`config.mk`:
```
export PLATFORM = sky130hd
export DESIGN_NAME = ll_sg_dma
export DESIGN_NICKNAME = d
export VERILOG_FILES = /design/src/rtl/ll_dma_pkg.sv /design/src/rtl/ll_seg_check.sv /design/src/rtl/ll_beat_ctr.sv /design/src/rtl/ll_sg_dma.sv
export SDC_FILE = /design/constraint.sdc
export NUM_CORES = 1
export LEC_CHECK = 0
export BUFFER_PORTS_ARGS = -buffer_cell sky130_fd_sc_hd__buf_2
export CAP_MARGIN = 20
export CORE_MARGIN = 2
export CORE_UTILIZATION = 50
export DETAILED_ROUTE_END_ITERATION = 12
export PLACE_DENSITY = 0.79
export SYNTH_ARGS = -nofsm -noshare
export SYNTH_HDL_FRONTEND = slang
export SYNTH_HIERARCHICAL = 1
export SYNTH_SLANG_ARGS = --single-unit
```
`constraint.sdc`:
```
create_clock -name clk -period 3.55 [get_ports clk]
set_clock_uncertainty 0.1 [all_clocks]
set_input_delay 0.355 -clock clk [delete_from_list [all_inputs] [get_ports clk]]
set_output_delay 0.355 -clock clk [all_outputs]
set_load 0.05 [all_outputs]
```
`src/rtl/ll_dma_pkg.sv`:
```
package ll_dma_pkg;
    localparam int DW           = 32;
    localparam int CNT_W        = 31;
    localparam int OFF_W        = 16;
    localparam int LNK_UPD_BIT  = 31;
    localparam int SIZE_UPD_BIT = 30;
    localparam int BASE_UPD_BIT = 29;
    localparam int CTL_W        = 3;
    localparam int CTL_RUN      = 0;
    localparam int CTL_CHAIN    = 1;
    localparam int CTL_WR       = 2;
    localparam int DESC_WORDS   = 3;

    typedef enum logic [2:0] {
        ST_IDLE,
        ST_CHECK,
        ST_MOVE,
        ST_FREQ,
        ST_FCAP
    } seq_state_e;
endpackage

```
`src/rtl/ll_seg_check.sv`:
```
module ll_seg_check
    import ll_dma_pkg::*;
#(
    parameter int BURST_W = 8
) (
    input  logic [1:0]       base_lo,
    input  logic [DW-1:0]    size,
    input  logic             final_seg,
    output logic             misalign,
    output logic             bad_size,
    output logic [CNT_W-1:0] words
);
    localparam int BURST_BYTES = BURST_W * 4;
    localparam int BB_W        = $clog2(BURST_BYTES);

    logic [DW:0] rounded;

    always_comb begin
        misalign = |base_lo;
        bad_size = !final_seg && (|size[BB_W-1:0]);
        rounded  = {1'b0, size} + (DW+1)'(3);
        words    = rounded[DW:2];
    end
endmodule

```
`src/rtl/ll_beat_ctr.sv`:
```
module ll_beat_ctr
    import ll_dma_pkg::*;
#(
    parameter int AW      = 16,
    parameter int BURST_W = 8
) (
    input  logic             clk,
    input  logic             rst_n,
    input  logic             load,
    input  logic [AW-1:0]    load_addr,
    input  logic [CNT_W-1:0] load_cnt,
    input  logic             step,
    output logic [AW-1:0]    addr,
    output logic             last,
    output logic             bfirst
);
    localparam int PW = (BURST_W > 1) ? $clog2(BURST_W) : 1;

    logic [AW-1:0]    addr_q;
    logic [CNT_W-1:0] cnt_q;
    logic [PW-1:0]    pos_q;

    always_ff @(posedge clk) begin
        if (!rst_n) begin
            addr_q <= '0;
            cnt_q  <= '0;
            pos_q  <= '0;
        end else if (load) begin
            addr_q <= load_addr;
            cnt_q  <= load_cnt;
            pos_q  <= '0;
        end else if (step) begin
            addr_q <= addr_q + AW'(1);
            cnt_q  <= cnt_q - CNT_W'(1);
            pos_q  <= (pos_q == PW'(BURST_W - 1)) ? '0 : pos_q + PW'(1);
        end
    end

    assign addr   = addr_q;
    assign last   = (cnt_q == CNT_W'(1));
    assign bfirst = (pos_q == '0);
endmodule

```
`src/rtl/ll_sg_dma.sv`:
```
module ll_sg_dma
    import ll_dma_pkg::*;
#(
    parameter int AW      = 16,
    parameter int BURST_W = 8
) (
    input  logic             clk,
    input  logic             rst_n,
    input  logic             ctl_we,
    input  logic [CTL_W-1:0] ctl_wdata,
    input  logic [DW-1:0]    cfg_list_base,
    input  logic [DW-1:0]    cfg_link,
    input  logic [DW-1:0]    cfg_base,
    input  logic [DW-1:0]    cfg_size,
    input  logic [DW-1:0]    dat_in,
    input  logic [DW-1:0]    mem_rdata,
    output logic             mem_req,
    output logic             mem_we,
    output logic [AW-1:0]    mem_addr,
    output logic [DW-1:0]    mem_wdata,
    output logic             mem_bfirst,
    output logic [DW-1:0]    dat_out,
    output logic             dat_out_valid,
    output logic             busy,
    output logic             done,
    output logic             err
);
    localparam int WIDX_W   = 2;
    localparam int WIDX_END = DESC_WORDS;

    seq_state_e state_q, state_d;

    logic [DW-1:0]     list_base_q, link_q, base_q, size_q, fbase_q;
    logic [2:0]        fflag_q;
    logic [WIDX_W-1:0] widx_q;
    logic              chain_q, wr_q, err_q, done_q, rdv_q;

    logic              final_seg, misalign, bad_size, seg_ok;
    logic [CNT_W-1:0]  words;
    logic [AW-1:0]     ctr_addr;
    logic              ctr_last, ctr_bfirst, ctr_load, ctr_step;
    logic              start_req, stop_req, need_word, seg_end;
    logic [DW-1:0]     desc_addr_b;

    // segment legality and beat count
    assign final_seg = !chain_q || !link_q[LNK_UPD_BIT];

    ll_seg_check #(.BURST_W(BURST_W)) u_check (
        .base_lo   (base_q[1:0]),
        .size      (size_q),
        .final_seg (final_seg),
        .misalign  (misalign),
        .bad_size  (bad_size),
        .words     (words)
    );

    assign seg_ok   = !misalign && !bad_size;
    assign ctr_load = (state_q == ST_CHECK) && seg_ok && (words != '0);
    assign ctr_step = (state_q == ST_MOVE);

    ll_beat_ctr #(.AW(AW), .BURST_W(BURST_W)) u_beats (
        .clk       (clk),
        .rst_n     (rst_n),
        .load      (ctr_load),
        .load_addr (base_q[AW+1:2]),
        .load_cnt  (words),
        .step      (ctr_step),
        .addr      (ctr_addr),
        .last      (ctr_last),
        .bfirst    (ctr_bfirst)
    );

    assign start_req = ctl_we && ctl_wdata[CTL_RUN] && (state_q == ST_IDLE);
    assign stop_req  = ctl_we && !ctl_wdata[CTL_RUN];
    assign seg_end   = ((state_q == ST_MOVE) && ctr_last) ||
                       ((state_q == ST_CHECK) && seg_ok && (words == '0));

    // fflag_q = {link, size, base} update flags of the link word that pointed here
    always_comb begin
        case (widx_q)
            2'd0:    need_word = 1'b1;
            2'd1:    need_word = fflag_q[0];
            2'd2:    need_word = fflag_q[1];
            default: need_word = 1'b0;
        endcase
    end

    assign desc_addr_b = fbase_q + DW'({widx_q, 2'b00});

    // next-state logic
    always_comb begin
        state_d = state_q;
        unique case (state_q)
            ST_IDLE:  if (start_req) state_d = ST_CHECK;
            ST_CHECK: begin
                if (!seg_ok)             state_d = ST_IDLE;
                else if (words == '0)    state_d = final_seg ? ST_IDLE : ST_FREQ;
                else                     state_d = ST_MOVE;
            end
            ST_MOVE:  if (ctr_last) state_d = final_seg ? ST_IDLE : ST_FREQ;
            ST_FREQ: begin
                if (widx_q == WIDX_W'(WIDX_END)) state_d = ST_CHECK;
                else if (need_word)              state_d = ST_FCAP;
            end
            ST_FCAP:  state_d = ST_FREQ;
            default:  state_d = ST_IDLE;
        endcase
        if (stop_req) state_d = ST_IDLE;
    end

    // state register
    always_ff @(posedge clk) begin
        if (!rst_n) state_q <= ST_IDLE;
        else        state_q <= state_d;
    end

    // registered outputs and working registers
    always_ff @(posedge clk) begin
        if (!rst_n) begin
            list_base_q <= '0;
            link_q      <= '0;
            base_q      <= '0;
            size_q      <= '0;
            fbase_q     <= '0;
            fflag_q     <= '0;
            widx_q      <= '0;
            chain_q     <= 1'b0;
            wr_q        <= 1'b0;
            err_q       <= 1'b0;
            done_q      <= 1'b0;
            rdv_q       <= 1'b0;
        end else begin
            done_q <= 1'b0;
            rdv_q  <= (state_q == ST_MOVE) && !wr_q;
            if (start_req) begin
                list_base_q <= cfg_list_base;
                link_q      <= cfg_link;
                base_q      <= cfg_base;
                size_q      <= cfg_size;
                chain_q     <= ctl_wdata[CTL_CHAIN];
                wr_q        <= ctl_wdata[CTL_WR];
                err_q       <= 1'b0;
            end
            if ((state_q == ST_CHECK) && !seg_ok) err_q <= 1'b1;
            if (seg_end) begin
                if (final_seg) begin
                    done_q <= 1'b1;
                end else begin
                    fbase_q <= list_base_q + DW'(link_q[OFF_W-1:0]);
                    fflag_q <= {link_q[LNK_UPD_BIT], link_q[SIZE_UPD_BIT],
                                link_q[BASE_UPD_BIT]};
                    widx_q  <= '0;
                end
            end
            if ((state_q == ST_FREQ) && (widx_q != WIDX_W'(WIDX_END)) && !need_word)
                widx_q <= widx_q + WIDX_W'(1);
            if (state_q == ST_FCAP) begin
                case (widx_q)
                    2'd0:    link_q <= mem_rdata;
                    2'd1:    base_q <= mem_rdata;
                    2'd2:    size_q <= mem_rdata;
                    default: ;
                endcase
                widx_q <= widx_q + WIDX_W'(1);
            end
            if (stop_req) done_q <= 1'b0;
        end
    end

    // combinational outputs
    always_comb begin
        mem_req    = (state_q == ST_MOVE) ||
                     ((state_q == ST_FREQ) && (widx_q != WIDX_W'(WIDX_END)) && need_word);
        mem_we     = (state_q == ST_MOVE) && wr_q;
        mem_addr   = (state_q == ST_MOVE) ? ctr_addr : desc_addr_b[AW+1:2];
        mem_wdata  = dat_in;
        mem_bfirst = (state_q == ST_MOVE) && ctr_bfirst;
        busy       = (state_q != ST_IDLE);
    end

    assign dat_out       = mem_rdata;
    assign dat_out_valid = rdv_q;
    assign done          = done_q;
    assign err           = err_q;

    logic unused_bits;
    assign unused_bits = ^{base_q[DW-1:AW+2], link_q[28:OFF_W],
                           desc_addr_b[DW-1:AW+2], desc_addr_b[1:0]};
endmodule

```
==> summary.txt, run 1 <==
Route
  • WL/cell: 17.7 um
  • Vias post-DR: 9810
  • DRT Pass-1 Iters: 5
  • Final ANT Viol Nets: 0
  • Met1 Routed Length: 12.9 mm
  • Met3 wire len: 2.42 mm
  • Via density: 5.89
  • Total wire length: 29.5 mm
  • Top Metal Used: met5
  • DR iter-0 viols: 900
  • Residual DRC: 0
  • Met2 wire len: 13.4 mm

Pwr
  • Total Power: 0.00459 W
  • Psw: 0.00135 W
  • Switching share of power: 29.4%
  • Clk network pwr share: 41.0%
  • Leak pwr: 4.30 nW
  • Combinational share of power: 14.8%
  • Worst vdd ir: 0.334 mV
  • Int Pwr: 0.00324 W
  • PwrDens: 408 mW/mm^2
  • Sequential share of power: 44.3%

Timing
  • Final period utilization: 96.8%
  • Final number of hold-violating endpoints: 0
  • Slew HR: 46.0%
  • Max Freq: 0.291 GHz
  • Min cycle time layout: 3.44 ns
  • Pins over their slew limit: 0
  • Setup violations, final: 0
  • WHS: 0.0495 ns
  • Worst-Margin Slew: 0.810 ns

Cells and area
  • Antenna fix cells: 0
  • P&R area growth vs syn: 12.9%
  • Share of cells above drive strength 1: 19.0%
  • Nets@finish: 1614

Critical path
  • Reg2reg end: fbase_q[13]
  • R2r worst-path depth: 12
  • Critical Path AT: 3.71 ns
  • Critical Path Sink Type: register
  • Critical path class: register to register
  • CP startpoint kind: register
  • Worst EP required: 3.82 ns
  • Register-to-register setup slack: 0.11 ns
  • Crit path max fanout: 15
  • R2r startpoint: size_q[4]

Job
  • Max-cap violations: 0

GRT
  • Largest net degree at the start of global routing: 65
  • Initial antenna violation count: 1
  • Vias in the first global route: 8752
  • First-pass GRT wire length: 46.4 mm
  • Gr ovfl total: 0
  • GRT Total Usage: 27.2%

Hold path
  • Min-delay worst type: input port to register
  • Hold Path End: list_base_q[7]
  • Hold Path Cell Cnt: 3
  • Hold wc startpoint: cfg_list_base[7]

Placed design
  • Hpwl dp: 22.1 mm
  • GP Congestion: 0.933
  • IO buf count: 179

Synth
  • Synthesized area: 0.00997 mm^2
  • Post-Syn Instances: 1306
  • Top_reg_cell synth: dfxtp_1
  • Post-synth ARST share: 0%
  • #FFs+latches synth: 165
  • Synth warn: 6
  • Post-synthesis net count: 1532
  • Post-synthesis area per instance: 7.63 um^2
  • Post-synth EDFFs: 0
  • Netlist cell types: 68
  • Sequential share of the synthesized area: 33.1%

CTS
  • Num CTS Buffers: 17
  • Reg clk slew, reported paths: 0.07 ns
  • CTS max path bufs: 2
  • Clock root cell: clkbuf_16
  • Hold Buf Count CTS: 0
  • CTS tree: built
  • CTS Sinks: 165
  • Clk Latency, worst-skew pair: 0.44 ns
  • H-tree depth: 4

Floorplan
  • Die H: 145 um
  • IO Count: 285
  • Die area: 0.0211 mm^2
  • Site Rows: 51
  • Starting Density: 51.0%
  • Width of the die: 145 um
  • Core area: 0.0195 mm^2

Status
  • Outcome: finished clean
sequential cells by signal, summed over array words and instances, names as in the netlist, 2 cells and up:
register and count:
size_q 32, u_beats/cnt_q 31, link_q 19, base_q 18, list_base_q 18, fbase_q 16
u_beats/addr 16, state_q 3, u_beats/pos_q 3, fflag_q 2, widx_q 2
repair_timing:
action,in CTS,in global routing
gates resized for setup,0,7
endpoints found under the setup margin,0,5
buffers inserted,0,1
hold endpoints to repair,0,0
power groups by stage:
| stage | clock network, W | logic [W] | registers, W |
|---|---|---|---|
| CTS | 0.00189 | 0.000664 | 0.00203 |
| floorplan | 0 | 0.000563 | 0.00203 |
| finish | 0.00188 | 0.000677 | 0.00203 |
| global placement | 0 | 0.000648 | 0.00207 |
| detailed placement | 0 | 0.000658 | 0.00207 |
| global route | 0.00198 | 0.000736 | 0.00204 |
critical path, cell delays in order (launching register included):
cell,delay (ns)
dfxtp_1,0.44
o2111ai_4,0.24
nor3_4,0.22
buf_4,0.22
nand4_1,0.13
xnor2_1,0.19
nor4_2,0.32
nand4_1,0.23
buf_4,0.20
o31a_1,0.28
nand2b_1,0.23
or4_1,0.49
nand3_1,0.08
kinds of logic after synthesis:
logic type / synth area share, %
fa+ha+maj: 3.59
mux: 0.929
simple gates: 28.0
buf+inv: 8.86
flops: 33.1
xor+xnor: 7.21
compound gates: 18.3
placed cells by master, fill, tap and decap left out, types with 4 or more instances in the layout:
cell type,count
clkbuf_16,17
o211ai_1,4
nor4b_1,7
a31oi_1,8
xor2_1,29
a21oi_1,67
and4_1,6
and3_1,8
nor3_1,24
nor2_1,128
nor4_1,18
nor3b_1,4
and2_1,5
dfxtp_1,162
or4_1,7
buf_4,24
buf_2,179
o31ai_1,4
o21ai_0,66
ha_1,27
nor2b_1,4
or3_1,9
nand2b_1,5
a211oi_1,14
nand3_1,44
a311oi_1,72
o21a_1,8
inv_6,5
nand4_1,37
xnor2_1,53
nand2_1,257
inv_1,15
mux2i_1,7
final cells by class:
cell class | instances | area [um^2]
clock buffer | 18 | 429
clock inverter | 14 | 165
fill | 1809 | 8270
inverter | 18 | 67.6
multi-input combinational | 980 | 5820
sequential | 165 | 3310
tap | 265 | 332
timing repair buffer | 206 | 1140
synthesized netlist by cell type (all sizes together) (4+ instances only):
master    n  share of area, %
and3      8              0.50
and4      6              0.53
xor2     29               2.5
inv      16              0.60
or4       8              0.62
and2      5              0.31
dfxtp   165                33
o21a      8              0.60
o211ai    4              0.30
nor4     21               1.6
buf      84               6.0
ha       27               3.4
a21oi    67               3.4
nor4b     9              0.92
nand2b    5              0.31
clkbuf   59               2.2
a311oi   72               6.3
nand2   258               9.7
o21ai    67               3.4
mux2i     7              0.70
nor3     26               1.4
or3       9              0.56
a211oi   14               1.1
nor3b     6              0.55
a31oi     8              0.50
o31ai     4              0.30
nand3    44               2.2
nor2    132               5.0
nand4    39               2.6
nor2b     4              0.25
xnor2    53               4.7
worst max-delay path by stage:
stage,startpoint,endpoint,slack [ns]
after floorplan,widx_q[0],mem_addr[14],0.46
after global routing,size_q[4],fbase_q[13],-0.01
after detailed placement,size_q[2],u_beats/cnt_q[29],0.15
final,size_q[4],fbase_q[13],0.11
after global placement,size_q[2],u_beats/cnt_q[21],0.23
after CTS,size_q[2],u_beats/cnt_q[21],0.14
metal layers:
metal,GRT usage (%),vias up
met5,0,-
met4,9.46,2
met3,5.06,58
met2,42.3,403
met1,37.9,4580
li1,-,4767
through the flow:
stage,area (um^2),TNS (ns),utilization [%],std cells,setup slack (ns)
2_1_floorplan,9970,0,-,1306,0.456
3_3_place_gp,10600,0,54.4,1633,0.231
3_5_place_dp,10600,0,54.4,1633,0.153
4_1_cts,11200,0,57.5,1665,0.137
5_1_grt,11300,-0.0186,57.6,1666,-0.0110
6_report,11300,0,57.6,1666,0.112
Power figures use the tool's default switching activity.
==> inputs of run 2 (changes only) <==
==> constraint.sdc (replaced) <==
create_clock -name clk -period 3.55 [get_ports clk]
set_clock_uncertainty 0.1 [all_clocks]
set_input_delay 0.5325 -clock clk [delete_from_list [all_inputs] [get_ports clk]]
set_output_delay 0.5325 -clock clk [all_outputs]
set_load 0.05 [all_outputs]
==> run 2 against run 1 <==
Net effect:
- critical path depth unchanged
- clock-buffer cell count decreased by 1
- non-clock buffer count rose by 1
- critical path type unchanged
- critical endpoint is now u_beats/cnt_q[21]
- largest power group unchanged
==> summary.txt, run 2 (synthesis gave the netlist of run 1 again) <==
Status
  • Outcome: finished clean

Cells and area
  • Largest reg by FF count: size_q
  • Share of cells above drive strength 1: 19.3%
  • Number of flip-flops under the largest register name: 32
  • Most frequent cells in the layout: nand2_1, buf_2, dfxtp_1, nor2_1, a311oi_1
  • Nets@finish: 1615
  • Commonest non-fill, non-tap cell in the layout: nand2_1
  • P&R area growth vs syn: 12.8%
  • Biggest regs: size_q (32), u_beats/cnt_q (31), link_q (19)
  • # fillers: 1877
  • Antenna fix cells: 0

CTS
  • Reg clk slew, reported paths: 0.07 ns
  • H-tree depth: 4
  • Clock root cell: clkbuf_16
  • Hold Buf Count CTS: 0
  • Clk Latency, worst-skew pair: 0.44 ns
  • Num CTS Buffers: 17
  • CTS tree: built
  • CTS Sinks: 165
  • CTS max path bufs: 2

Timing
  • Pins over their slew limit: 0
  • Min cycle time layout: 3.38 ns
  • Slew HR: 52.9%
  • Worst-Margin Slew: 0.705 ns
  • Setup TNS: 0 ns
  • WHS: 0.221 ns
  • Final period utilization: 95.3%
  • Setup violations, final: 0
  • Max Freq: 0.296 GHz
  • Final number of hold-violating endpoints: 0

Pwr
  • Leak pwr: 4.29 nW
  • Worst vdd ir: 0.361 mV
  • PwrDens: 401 mW/mm^2

Floorplan
  • IO Count: 285
  • Site Rows: 51
  • Die H: 145 um
  • Core area: 0.0195 mm^2
  • Starting Density: 51.0%
  • Width of the die: 145 um
  • Die area: 0.0211 mm^2

GRT
  • Gr ovfl total: 0
  • Vias in the first global route: 8926
  • Largest net degree at the start of global routing: 75
  • GRT Total Usage: 27.3%
  • Initial antenna violation count: 4
  • First-pass GRT wire length: 46.7 mm

Placed design
  • IO buf count: 179
  • GP Congestion: 0.974
  • Hpwl dp: 21.7 mm

Critical path
  • Critical path class: register to register
  • CP peak stage delay: 0.41 ns
  • Critical Path Sink Type: register
  • CP startpoint kind: register
  • CP Cell Sequence: o2111ai_4 > nor3_4 > buf_4 > nand4_1 > xnor2_1 > nor4_2 > nand4_1 > nor2_2 > nor2_4 > or3_1 > or4_1 > o211ai_1
  • Worst EP required: 3.81 ns
  • Crit path max fanout: 15
  • Highest-delay cell along the critical path: dfxtp_2
  • Critical Path AT: 3.64 ns
  • CP dominant cell by count: nand4_1

Route
  • Residual DRC: 0
  • DR iter-0 viols: 857
  • WL/cell: 17.8 um
  • DRT Pass-1 Iters: 5
  • Vias post-DR: 9907
  • Final ANT Viol Nets: 0
  • Total wire length: 29.7 mm
  • Via density: 5.94

Job
  • Max-cap violations: 0

Hold path
  • Min-delay worst type: input port to register
run 2: cell type report:
type / instances / area, um^2 / area share [%]
inverters: 18 / 67.6 / 0.601
well taps: 265 / 332 / 2.95
repair buffers: 207 / 1160 / 10.3
flip-flops and latches: 165 / 3310 / 29.4
multi-input cells: 980 / 5820 / 51.7
clock inverters: 15 / 136 / 1.21
clock buffers: 17 / 425 / 3.78
run 2: worst paths after layout:
path	slack (ns)	start	endpoint	cells after the start
worst max-delay path	0.17	size_q[2]	u_beats/cnt_q[21]	12
worst min-delay path	0.22	cfg_list_base[16]	list_base_q[16]	3
worst max register to register	0.17	size_q[2]	u_beats/cnt_q[21]	12
worst min register to register	0.35	wr_q	dat_out_valid	1
run 2: critical path, delay by kind of cell, from the launching register on:
family	cells	cell delay (ns)
compound gates	2	0.32
simple gates	8	2.10
buf+inv	1	0.22
flops	1	0.41
xor+xnor	1	0.17
run 2: per-layer routing:
| layer | GRT usage (%) | wire length [um] | vias up |
|---|---|---|---|
| li1 | - | - | 4762 |
| met1 | 37.9 | 12900 | 4626 |
| met2 | 41.5 | 13300 | 436 |
| met3 | 5.82 | 2400 | 75 |
| met4 | 10.7 | 965 | 8 |
| met5 | 0 | 53 | - |
run 2: what timing repair did:
action | in CTS | in global routing
buffers inserted | 0 | 1
resized for setup | 0 | 9
hold endpoints to repair | 0 | 0
endpoints found under the setup margin | 0 | 38
run 2: stage by stage:
stage	std cells	power, W	setup WS, ns	area (um^2)	utilization [%]
after floorplan	1306	0.00260	0.278	9970	-
after global placement	1634	0.00271	0.175	10600	54.5
after detailed placement	1634	0.00272	0.115	10600	54.5
after CTS	1666	0.00450	0.0529	11200	57.4
after global routing	1667	0.00467	-0.0485	11200	57.6
final	1667	0.00451	0.168	11200	57.6
run 2: power by group:
group	total, W	internal, W	switching (W)
logic	0.000676	0.000247	0.000429
clock network	0.00180	0.000929	0.000873
registers	0.00203	0.00193	0.0000979
total	0.00451	0.00311	0.00140
